<file path="src/rtl/frg_pkg.sv">
package frg_pkg;
    localparam int CFG_AW = 4;
    localparam logic [CFG_AW-1:0] CTRL_ADDR = 4'hF;

    localparam int CTL_GWP  = 0;
    localparam int CTL_LOCK = 1;
    localparam int CTL_ERR  = 2;

    typedef enum logic [1:0] {
        CMD_READ  = 2'd0,
        CMD_WRITE = 2'd1,
        CMD_ERASE = 2'd2,
        CMD_OTHER = 2'd3
    } cmd_kind_e;
endpackage

</file>
<file path="src/rtl/frg_range_cmp.sv">
module frg_range_cmp #(
    parameter int ADDR_W     = 25,
    parameter int PAGE_SHIFT = 12,
    localparam int PG_W      = ADDR_W - PAGE_SHIFT
) (
    input  logic [ADDR_W-1:0] addr,
    input  logic [PG_W-1:0]   base,
    input  logic [PG_W-1:0]   limit,
    input  logic              rd_prot,
    input  logic              wr_prot,
    input  logic              is_write,
    output logic              hit
);
    logic [ADDR_W-1:0] lo_addr;
    logic [ADDR_W-1:0] hi_addr;
    logic              in_window;

    always_comb begin
        lo_addr   = {base,  {PAGE_SHIFT{1'b0}}};
        hi_addr   = {limit, {PAGE_SHIFT{1'b1}}};
        in_window = (addr >= lo_addr) && (addr <= hi_addr);
        hit       = in_window && (is_write ? wr_prot : rd_prot);
    end
endmodule

</file>
<file path="src/rtl/frg_cfg_regs.sv">
module frg_cfg_regs
    import frg_pkg::*;
#(
    parameter int NUM_RANGES = 5,
    parameter int PG_W       = 13,
    localparam int DW        = 2 * PG_W + 2
) (
    input  logic                             clk,
    input  logic                             rst_n,
    input  logic                             we,
    input  logic [CFG_AW-1:0]                addr,
    input  logic [DW-1:0]                    wdata,
    output logic [DW-1:0]                    rdata,
    input  logic                             err_set,
    output logic [NUM_RANGES-1:0][PG_W-1:0]  base_o,
    output logic [NUM_RANGES-1:0][PG_W-1:0]  limit_o,
    output logic [NUM_RANGES-1:0]            rd_o,
    output logic [NUM_RANGES-1:0]            wr_o,
    output logic                             gwp_o,
    output logic                             lock_o,
    output logic                             err_o
);
    typedef struct packed {
        logic [NUM_RANGES-1:0][PG_W-1:0] base;
        logic [NUM_RANGES-1:0][PG_W-1:0] limit;
        logic [NUM_RANGES-1:0]           rd;
        logic [NUM_RANGES-1:0]           wr;
        logic                            gwp;
        logic                            lock;
        logic                            err;
    } cfg_t;

    cfg_t st_d, st_q;

    always_comb begin
        st_d = st_q;
        if (we) begin
            if (addr == CTRL_ADDR) begin
                st_d.gwp  = wdata[CTL_GWP];
                st_d.lock = st_q.lock | wdata[CTL_LOCK];
                if (wdata[CTL_ERR]) st_d.err = 1'b0;
            end else if (!st_q.lock) begin
                for (int i = 0; i < NUM_RANGES; i++) begin
                    if (addr == CFG_AW'(i)) begin
                        st_d.base[i]  = wdata[PG_W-1:0];
                        st_d.limit[i] = wdata[2*PG_W-1:PG_W];
                        st_d.rd[i]    = wdata[2*PG_W];
                        st_d.wr[i]    = wdata[2*PG_W+1];
                    end
                end
            end
        end
        if (err_set) st_d.err = 1'b1;
    end

    always_ff @(posedge clk) begin
        if (!rst_n) st_q <= '0;
        else        st_q <= st_d;
    end

    always_comb begin
        rdata = '0;
        if (addr == CTRL_ADDR) begin
            rdata[CTL_GWP]  = st_q.gwp;
            rdata[CTL_LOCK] = st_q.lock;
            rdata[CTL_ERR]  = st_q.err;
        end else begin
            for (int i = 0; i < NUM_RANGES; i++) begin
                if (addr == CFG_AW'(i)) begin
                    rdata = {st_q.wr[i], st_q.rd[i], st_q.limit[i], st_q.base[i]};
                end
            end
        end
    end

    assign base_o  = st_q.base;
    assign limit_o = st_q.limit;
    assign rd_o    = st_q.rd;
    assign wr_o    = st_q.wr;
    assign gwp_o   = st_q.gwp;
    assign lock_o  = st_q.lock;
    assign err_o   = st_q.err;
endmodule

</file>
<file path="src/rtl/flash_range_guard.sv">
module flash_range_guard
    import frg_pkg::*;
#(
    parameter int NUM_RANGES = 5,
    parameter int ADDR_W     = 25,
    parameter int PAGE_SHIFT = 12,
    localparam int PG_W      = ADDR_W - PAGE_SHIFT,
    localparam int DW        = 2 * PG_W + 2
) (
    input  logic              clk,
    input  logic              rst_n,
    input  logic              cfg_we,
    input  logic [CFG_AW-1:0] cfg_addr,
    input  logic [DW-1:0]     cfg_wdata,
    output logic [DW-1:0]     cfg_rdata,
    input  logic              cmd_valid,
    input  logic              cmd_prog,
    input  logic [1:0]        cmd_type,
    input  logic [ADDR_W-1:0] cmd_addr,
    output logic              cmd_grant,
    output logic              cmd_block
);
    typedef struct packed {
        logic grant;
        logic block;
    } resp_t;

    logic [NUM_RANGES-1:0][PG_W-1:0] base_w;
    logic [NUM_RANGES-1:0][PG_W-1:0] limit_w;
    logic [NUM_RANGES-1:0]           rd_w;
    logic [NUM_RANGES-1:0]           wr_w;
    logic [NUM_RANGES-1:0]           hit_w;
    logic                            gwp_w;
    logic                            lock_w;
    logic                            err_w;
    logic                            is_write;
    logic                            refuse;
    logic                            err_set;
    resp_t                           resp_d, resp_q;

    assign is_write = (cmd_type != CMD_READ);

    frg_cfg_regs #(
        .NUM_RANGES (NUM_RANGES),
        .PG_W       (PG_W)
    ) u_regs (
        .clk     (clk),
        .rst_n   (rst_n),
        .we      (cfg_we),
        .addr    (cfg_addr),
        .wdata   (cfg_wdata),
        .rdata   (cfg_rdata),
        .err_set (err_set),
        .base_o  (base_w),
        .limit_o (limit_w),
        .rd_o    (rd_w),
        .wr_o    (wr_w),
        .gwp_o   (gwp_w),
        .lock_o  (lock_w),
        .err_o   (err_w)
    );

    for (genvar g = 0; g < NUM_RANGES; g++) begin : g_win
        frg_range_cmp #(
            .ADDR_W     (ADDR_W),
            .PAGE_SHIFT (PAGE_SHIFT)
        ) u_cmp (
            .addr     (cmd_addr),
            .base     (base_w[g]),
            .limit    (limit_w[g]),
            .rd_prot  (rd_w[g]),
            .wr_prot  (wr_w[g]),
            .is_write (is_write),
            .hit      (hit_w[g])
        );
    end

    always_comb begin
        refuse       = cmd_prog && ((|hit_w) || (gwp_w && is_write));
        err_set      = cmd_valid && refuse;
        resp_d.grant = cmd_valid && !refuse;
        resp_d.block = cmd_valid && refuse;
    end

    always_ff @(posedge clk) begin
        if (!rst_n) resp_q <= '0;
        else        resp_q <= resp_d;
    end

    assign cmd_grant = resp_q.grant;
    assign cmd_block = resp_q.block;
endmodule

</file>
<file path="config.mk">
export PLATFORM = sky130hd
export DESIGN_NAME = flash_range_guard
export DESIGN_NICKNAME = d
export VERILOG_FILES = /design/src/rtl/frg_pkg.sv /design/src/rtl/frg_range_cmp.sv /design/src/rtl/frg_cfg_regs.sv /design/src/rtl/flash_range_guard.sv
export SDC_FILE = /design/constraint.sdc
export NUM_CORES = 1
export LEC_CHECK = 0
export ABC_CLOCK_PERIOD_IN_PS = 3600
export BUFFER_PORTS_ARGS = -buffer_cell sky130_fd_sc_hd__buf_2
export CAP_MARGIN = 20
export CORE_ASPECT_RATIO = 1.25
export CORE_MARGIN = 2
export CORE_UTILIZATION = 45
export DETAILED_ROUTE_END_ITERATION = 12
export PLACE_DENSITY_LB_ADDON = 0.1
export SYNTH_ARGS = -nofsm -noshare
export SYNTH_HDL_FRONTEND = slang
export SYNTH_SLANG_ARGS = --single-unit
</file>
<file path="constraint.sdc">
create_clock -name clk -period 3.6 [get_ports clk]
set_input_delay 0.72 -clock clk [delete_from_list [all_inputs] [get_ports clk]]
set_output_delay 0.72 -clock clk [all_outputs]
set_load 0.05 [all_outputs]
</file>
* Yosys cells after proc, flatten, opt, wreduce, memory -nomap -nowiden
Cells that the tools add are included.
** Word-level totals
- Register bits after elaboration :: 145
- Bits of input ports :: 64
- Output and inout port bits :: 30
- Logic and storage cells :: 88
** Operators by class
- Order comparisons :: 10
- Eq/ne operators :: 5
- Multiplexer cells :: 16
- Bitwise gates (word level) :: 3
- Reductions and logical operators :: 29
** Operator list (number)
- 28-bit two-way mux :: 5
- 25-bit greater-or-equal comparator :: 5
- 25-bit less-or-equal comparator :: 5
- 25-bit two-way mux :: 1
- 4-bit AND reduction :: 5
- 1-bit logical AND :: 14
- 1-bit two-way mux :: 9
- 4-bit by 2-bit == test with 1-bit output (second input constant) :: 2
- 2-bit nonzero test :: 4
- 5-bit OR reduction :: 1
- 4-bit by 1-bit == test with 1-bit output (second input constant) :: 1
- 4-bit by 3-bit == test with 1-bit output (second input constant) :: 1
- 4-bit == test (second input constant) :: 1
- 4-bit zero test :: 1
- 3-bit two-way mux :: 1
- 3-bit AND reduction :: 1
- 1-bit NOT :: 2
- 2-bit AND reduction :: 1
- 1-bit zero test :: 1
- 1-bit logical OR :: 1
- 1-bit OR :: 1

* Longest topological paths before layout
- Depth in word-level cells :: 9
- Gate-level depth with buffers :: 9

* By module
A second synthesis with hierarchy kept.
** Second synthesis, totals
- Cells, all modules :: 1360
- Area, all modules :: 10561.4 sq um
** By module, submodules not included
- frg_cfg_regs :: instances 1, cells each 853, area each 6829.0 sq um, seq. area each 2862.7 sq um
- frg_range_cmp :: instances 5, cells each 99, area each 726.9 sq um, seq. area each 0.0 sq um
- flash_range_guard :: instances 1, cells each 12, area each 97.6 sq um, seq. area each 40.0 sq um

* Worst setup path before layout
OpenSTA, ideal clock, no wires.
- Kind :: input to output
- Start :: input cfg_addr[1]
- End :: output cfg_rdata[0]
- Arrival time :: 2.591 ns
- Data required time :: 2.880 ns
- Setup slack :: 0.289 ns
- Stages on the path :: 5
- Buffers on the path :: 2
- Cells stage by stage :: clkbuf_1 > nor4b_1 > clkbuf_1 > a222oi_1 > a21oi_1
** On the way
- Cells in the longest elaborated chain, start to end :: 7
** RTL lines
- start, declared :: RTL line flash_range_guard.sv:13 : input logic [CFG_AW-1:0] cfg_addr,
- 4-bit zero test :: RTL line frg_cfg_regs.sv:69 : if (addr == CFG_AW'(i)) begin
- 28-bit two-way mux (5 in series) :: RTL line frg_cfg_regs.sv:69
- 3-bit two-way mux * :: RTL line frg_cfg_regs.sv:63 : if (addr == CTRL_ADDR) begin
- end, declared :: RTL line flash_range_guard.sv:15 : output logic [DW-1:0] cfg_rdata,
Every way passes the cells marked *; elsewhere a longest branch is shown, timed or not.

* Final worst setup path
- Start :: input cfg_addr[0]
- End :: output cfg_rdata[0]
The elaborated chain is that of the path after synthesis.

==> results by stage <==
Critical path:
- The critical path endpoint category is a primary output.
- Among all stages on the critical path, the largest delay is contributed by mux2_2.
- Along the worst path, the maximum fanout reaches 17.
- The critical path contains buffers and inverters numbering 2 combined.
- The required time of the critical path is 2.88 ns.
- The cell repeated most along the worst path is buf_2.
- The worst path arrival time is roughly 2.4 ns.
- The critical path goes through buf_2, mux2_2, a22o_1, a222oi_1, a21oi_1, buf_2.
- The worst setup path category is in2out.
- The largest stage delay on the critical path is 0.38 ns.
- The kind of cell with the highest combined delay along the critical path is compound AO/OA/AOI/OAI gates.
- The critical path startpoint category is an input port.

Global route:
- Across every metal layer, demand over resource in global routing totals 0.2983.
- The number of antenna violations at the first check in global routing is 1.
- The pin count of the biggest net entering global routing is 83.
- The total overflow left after global routing is 0.
- The number of global-route vias before repair was around 9,000.
- The global-route wire length before repair is 50,670 µm.

Pwr:
- The peak ir drop on the vdd network is 0.3248 mV.
- The leakage power total is just over 4 nW.
- The total power density per cell area is between 300 and 400 nW/µm².

Floorplan:
- The die covers roughly 22,000 µm².
- The initial utilization of the core area, before any placement, comes to 0.4590.
- The die is approximately 130 µm wide.
- 94 I/O pins were placed.
- The core region is approximately 21,000 µm².
- The die is 166.9 µm tall.
- The floorplan row count is 59.

Place:
- In this run the tool buffered the top-level ports with between 90 and 100 buffer cells.
- The congestion estimate from routability-driven global placement came to approximately 0.96.
- The HPWL after detailed placement is 24,020 µm.
- The number of cells in the design after placement is roughly 1,600.

Synthesis:
- Among all flip-flop cells after synthesis, the most frequent one is dfxtp_1.
- The synthesized design spends more area on one cell type than any other, namely dfxtp_1.
- Sorting the synthesized cells by area gives the leading types as dfxtp_1 (30%), ha_1 (17%), nand2_1 (13%).
- The fraction of synthesized cell area taken by the top area cell type is 0.3038.
- The Yosys step of the flow raised 0 warnings.
- The combined area of all synthesized cells is around 9600 µm².
- The mean cell area of the mapped netlist is 7.832 µm².
- The number of enable-type register cells in the synthesized netlist is 0.
- The count of state elements after synthesis is about 150.
- Of all flip-flops after synthesis, the portion carrying an async set or reset was 0.
- The unique cell type count in the Yosys netlist is 57.
- The sequential fraction of the synthesis area is 0.3038.
- The gate count of the mapped netlist is ~1,200.
- The net count after synthesis is about 1,400.

Drt:
- The post-detailed-route count of antenna-violating nets is 0.
- After detailed routing, the total wire length is about 33,000 µm.
- The first routing iteration left around 900 violations.
- In the routed design, unresolved DRC markers number 0.
- Before antenna repair, the detailed router went through 6 iterations.
- The count of vias placed by the detailed router is 9,086.
- In the routed layout, each cell is associated on average with a via count of 5.714.
- The wire length per cell after detailed routing is slightly above 20 µm.

Clock network:
- After clock tree synthesis, the clock-pin slew on the worst setup and hold paths is roughly 0.060 ns.
- The clock drives around 150 sinks.
- The later-pin clock latency in the skew report is 0.43 ns.
- Once the clock tree was built, the setup fixing pass inserted 0 buffers.
- The clock passes through at most 2 buffers.
- TritonCTS built the clock tree.
- The number of buffers inserted for hold repair after clock tree synthesis is 0.
- The number of gates resized after CTS is 0.
- The total clock buffers created by CTS is 17.
- CTS built an H-tree with a depth of 4.
- The clock root buffer master is clkbuf_16.

STA:
- Setup repair after global routing left no endpoint under its margin.
- The smallest clock period supported by the final layout is computed as about 3 ns.
- On the final layout, the worst clock skew is about 0.0079 ns.
- The final cycle utilization of the critical path is 0.8568.
- The remaining max-slew budget at the tightest pin is 0.4808.
- Setup total negative slack on the finished layout was measured at 0 ns.
- The number of max-slew violations in the final report came to 0.
- Final hold analysis gives a worst-case slack of around 0.47 ns.
- Setup violations remaining at the end of the flow were counted as 0.
- The final-report hold violation count is 0.
- The transition at the pin with the smallest max-transition slack is 0.7787 ns.
- Based on the critical path, the design can be clocked at up to ~320 MHz.

Final layout:
- The count of placed standard cells in the final layout, fillers left out is 1,590.
- The layout has 2,037 filler cells.
- The proportion of layout cells with a drive suffix above 1 is 0.1277.
- The final net count is between 1,000 and 1,500.
- The number of antenna repair diodes is 0.
- The area growth from synthesis to final layout is 15.61%.

Status:
- The flow ran to the end, and the final reports show no timing, DRC or antenna violations.

Run:
- The tool flagged a number of max-cap violations equal to 0.

Worst hold path:
- The worst hold-check path type is reg2reg.
==> state kept, by name, summed over array words and instances, names as in the netlist <==
| signal | cells |
|---|---|
| u_regs.rd_o | 5 |
| u_regs.limit_o | 65 |
| u_regs.lock_o | 1 |
| cmd_grant | 1 |
| u_regs.gwp_o | 1 |
| cmd_block | 1 |
| u_regs.base_o | 65 |
| u_regs.err_o | 1 |
| u_regs.wr_o | 5 |
==> cell type report <==
type,count,area [µm²],area share
flip-flops and latches,145,2903,0.2628
clock inverters,11,128.9,0.01167
repair buffers,122,773.2,0.07000
well taps,274,342.8,0.03103
inverters,130,488.0,0.04417
clock buffers,21,460.4,0.04168
multi-input cells,887,5951,0.5387
==> layer usage <==
layer  vias to the layer above  part of all wire  global-route usage
li1                       4416                 -                   -
met1                      4285              0.44              0.3964
met2                       324              0.46              0.4840
met3                        59             0.067             0.05419
met4                         2             0.025              0.1057
met5                         -           0.00030                   0
==> cell usage in the layout, fill, tap and decap left out, drive strengths merged, types with 7 or more instances in the layout <==
cell    Yosys  final
a211oi      7      7
nand2     334    334
dfxtp     145    145
clkbuf     39     21
inv       130    132
ha        130    130
a21boi    142    142
nor4        8      8
nand4      20     20
a21oi      44     44
a21o       15     15
nand3      17     17
nor2       16     16
o21ai      22     22
a22oi      21     21
buf        19    122
a222oi     24     24
and4        7      7
a22o        7      7
==> worst paths after layout <==
path	start	endpoint	slack, ns	cells after the start
worst max-delay path	cfg_addr[0]	cfg_rdata[0]	0.52	6
worst min-delay path	u_regs.base_o[28]	u_regs.base_o[28]	0.47	2
worst max register to register	u_regs.limit_o[50]	u_regs.err_o	0.88	9
worst min register to register	u_regs.base_o[28]	u_regs.base_o[28]	0.47	2
==> report_power, final <==
part	internal [mW]	total, mW	switching [mW]
registers	1.62	1.64	0.0176
clock network	1.06	1.82	0.758
logic	0.188	0.491	0.303
==> worst min-delay path, delay by kind of cell (launching register included) <==
kind,cells,cell delay [ns]
AND/OR/NAND/NOR,1,0.05
flip-flops,1,0.31
AO/OA/AOI/OAI,1,0.06
==> cell families (layout without fill, tap and decap cells) <==
family	count (synthesis)	count (layout)	share of synthesized area
buffers and inverters	188	284	0.07634
adder cells (fa/ha/maj)	130	130	0.1702
AO/OA/AOI/OAI	316	316	0.2417
AND/OR/NAND/NOR	433	433	0.1942
multiplexers	8	8	0.01375
flip-flops	145	145	0.3038
==> synth_stat cells, drive strengths merged (4+ instances only) <==
cell type	count
and4	7
nand4	20
a22o	7
o21a	5
a222oi	24
nand3	17
clkbuf	39
ha	130
a21oi	44
a22oi	21
a31oi	4
o21ai	22
inv	130
nor2	16
and3	5
nor2b	5
a21boi	142
and2	5
buf	19
nor3	5
nand2	334
nor4	8
mux4	4
a21o	15
a211oi	7
dfxtp	145
==> per-stage QoR <==
step                      instance area, µm²    util  setup WS, ns  power (mW)
final                                  11050  0.5307        0.5154       3.954
after global routing                   11050  0.5307        0.3980       4.093
after CTS                              11050  0.5307        0.4817       3.967
after detailed placement               10460  0.5023        0.4364       2.163
after global placement                 10460  0.5023        0.4603       2.157
after floorplan                         9555       -        0.2886       1.949
(Power assumes the default switching activity.)
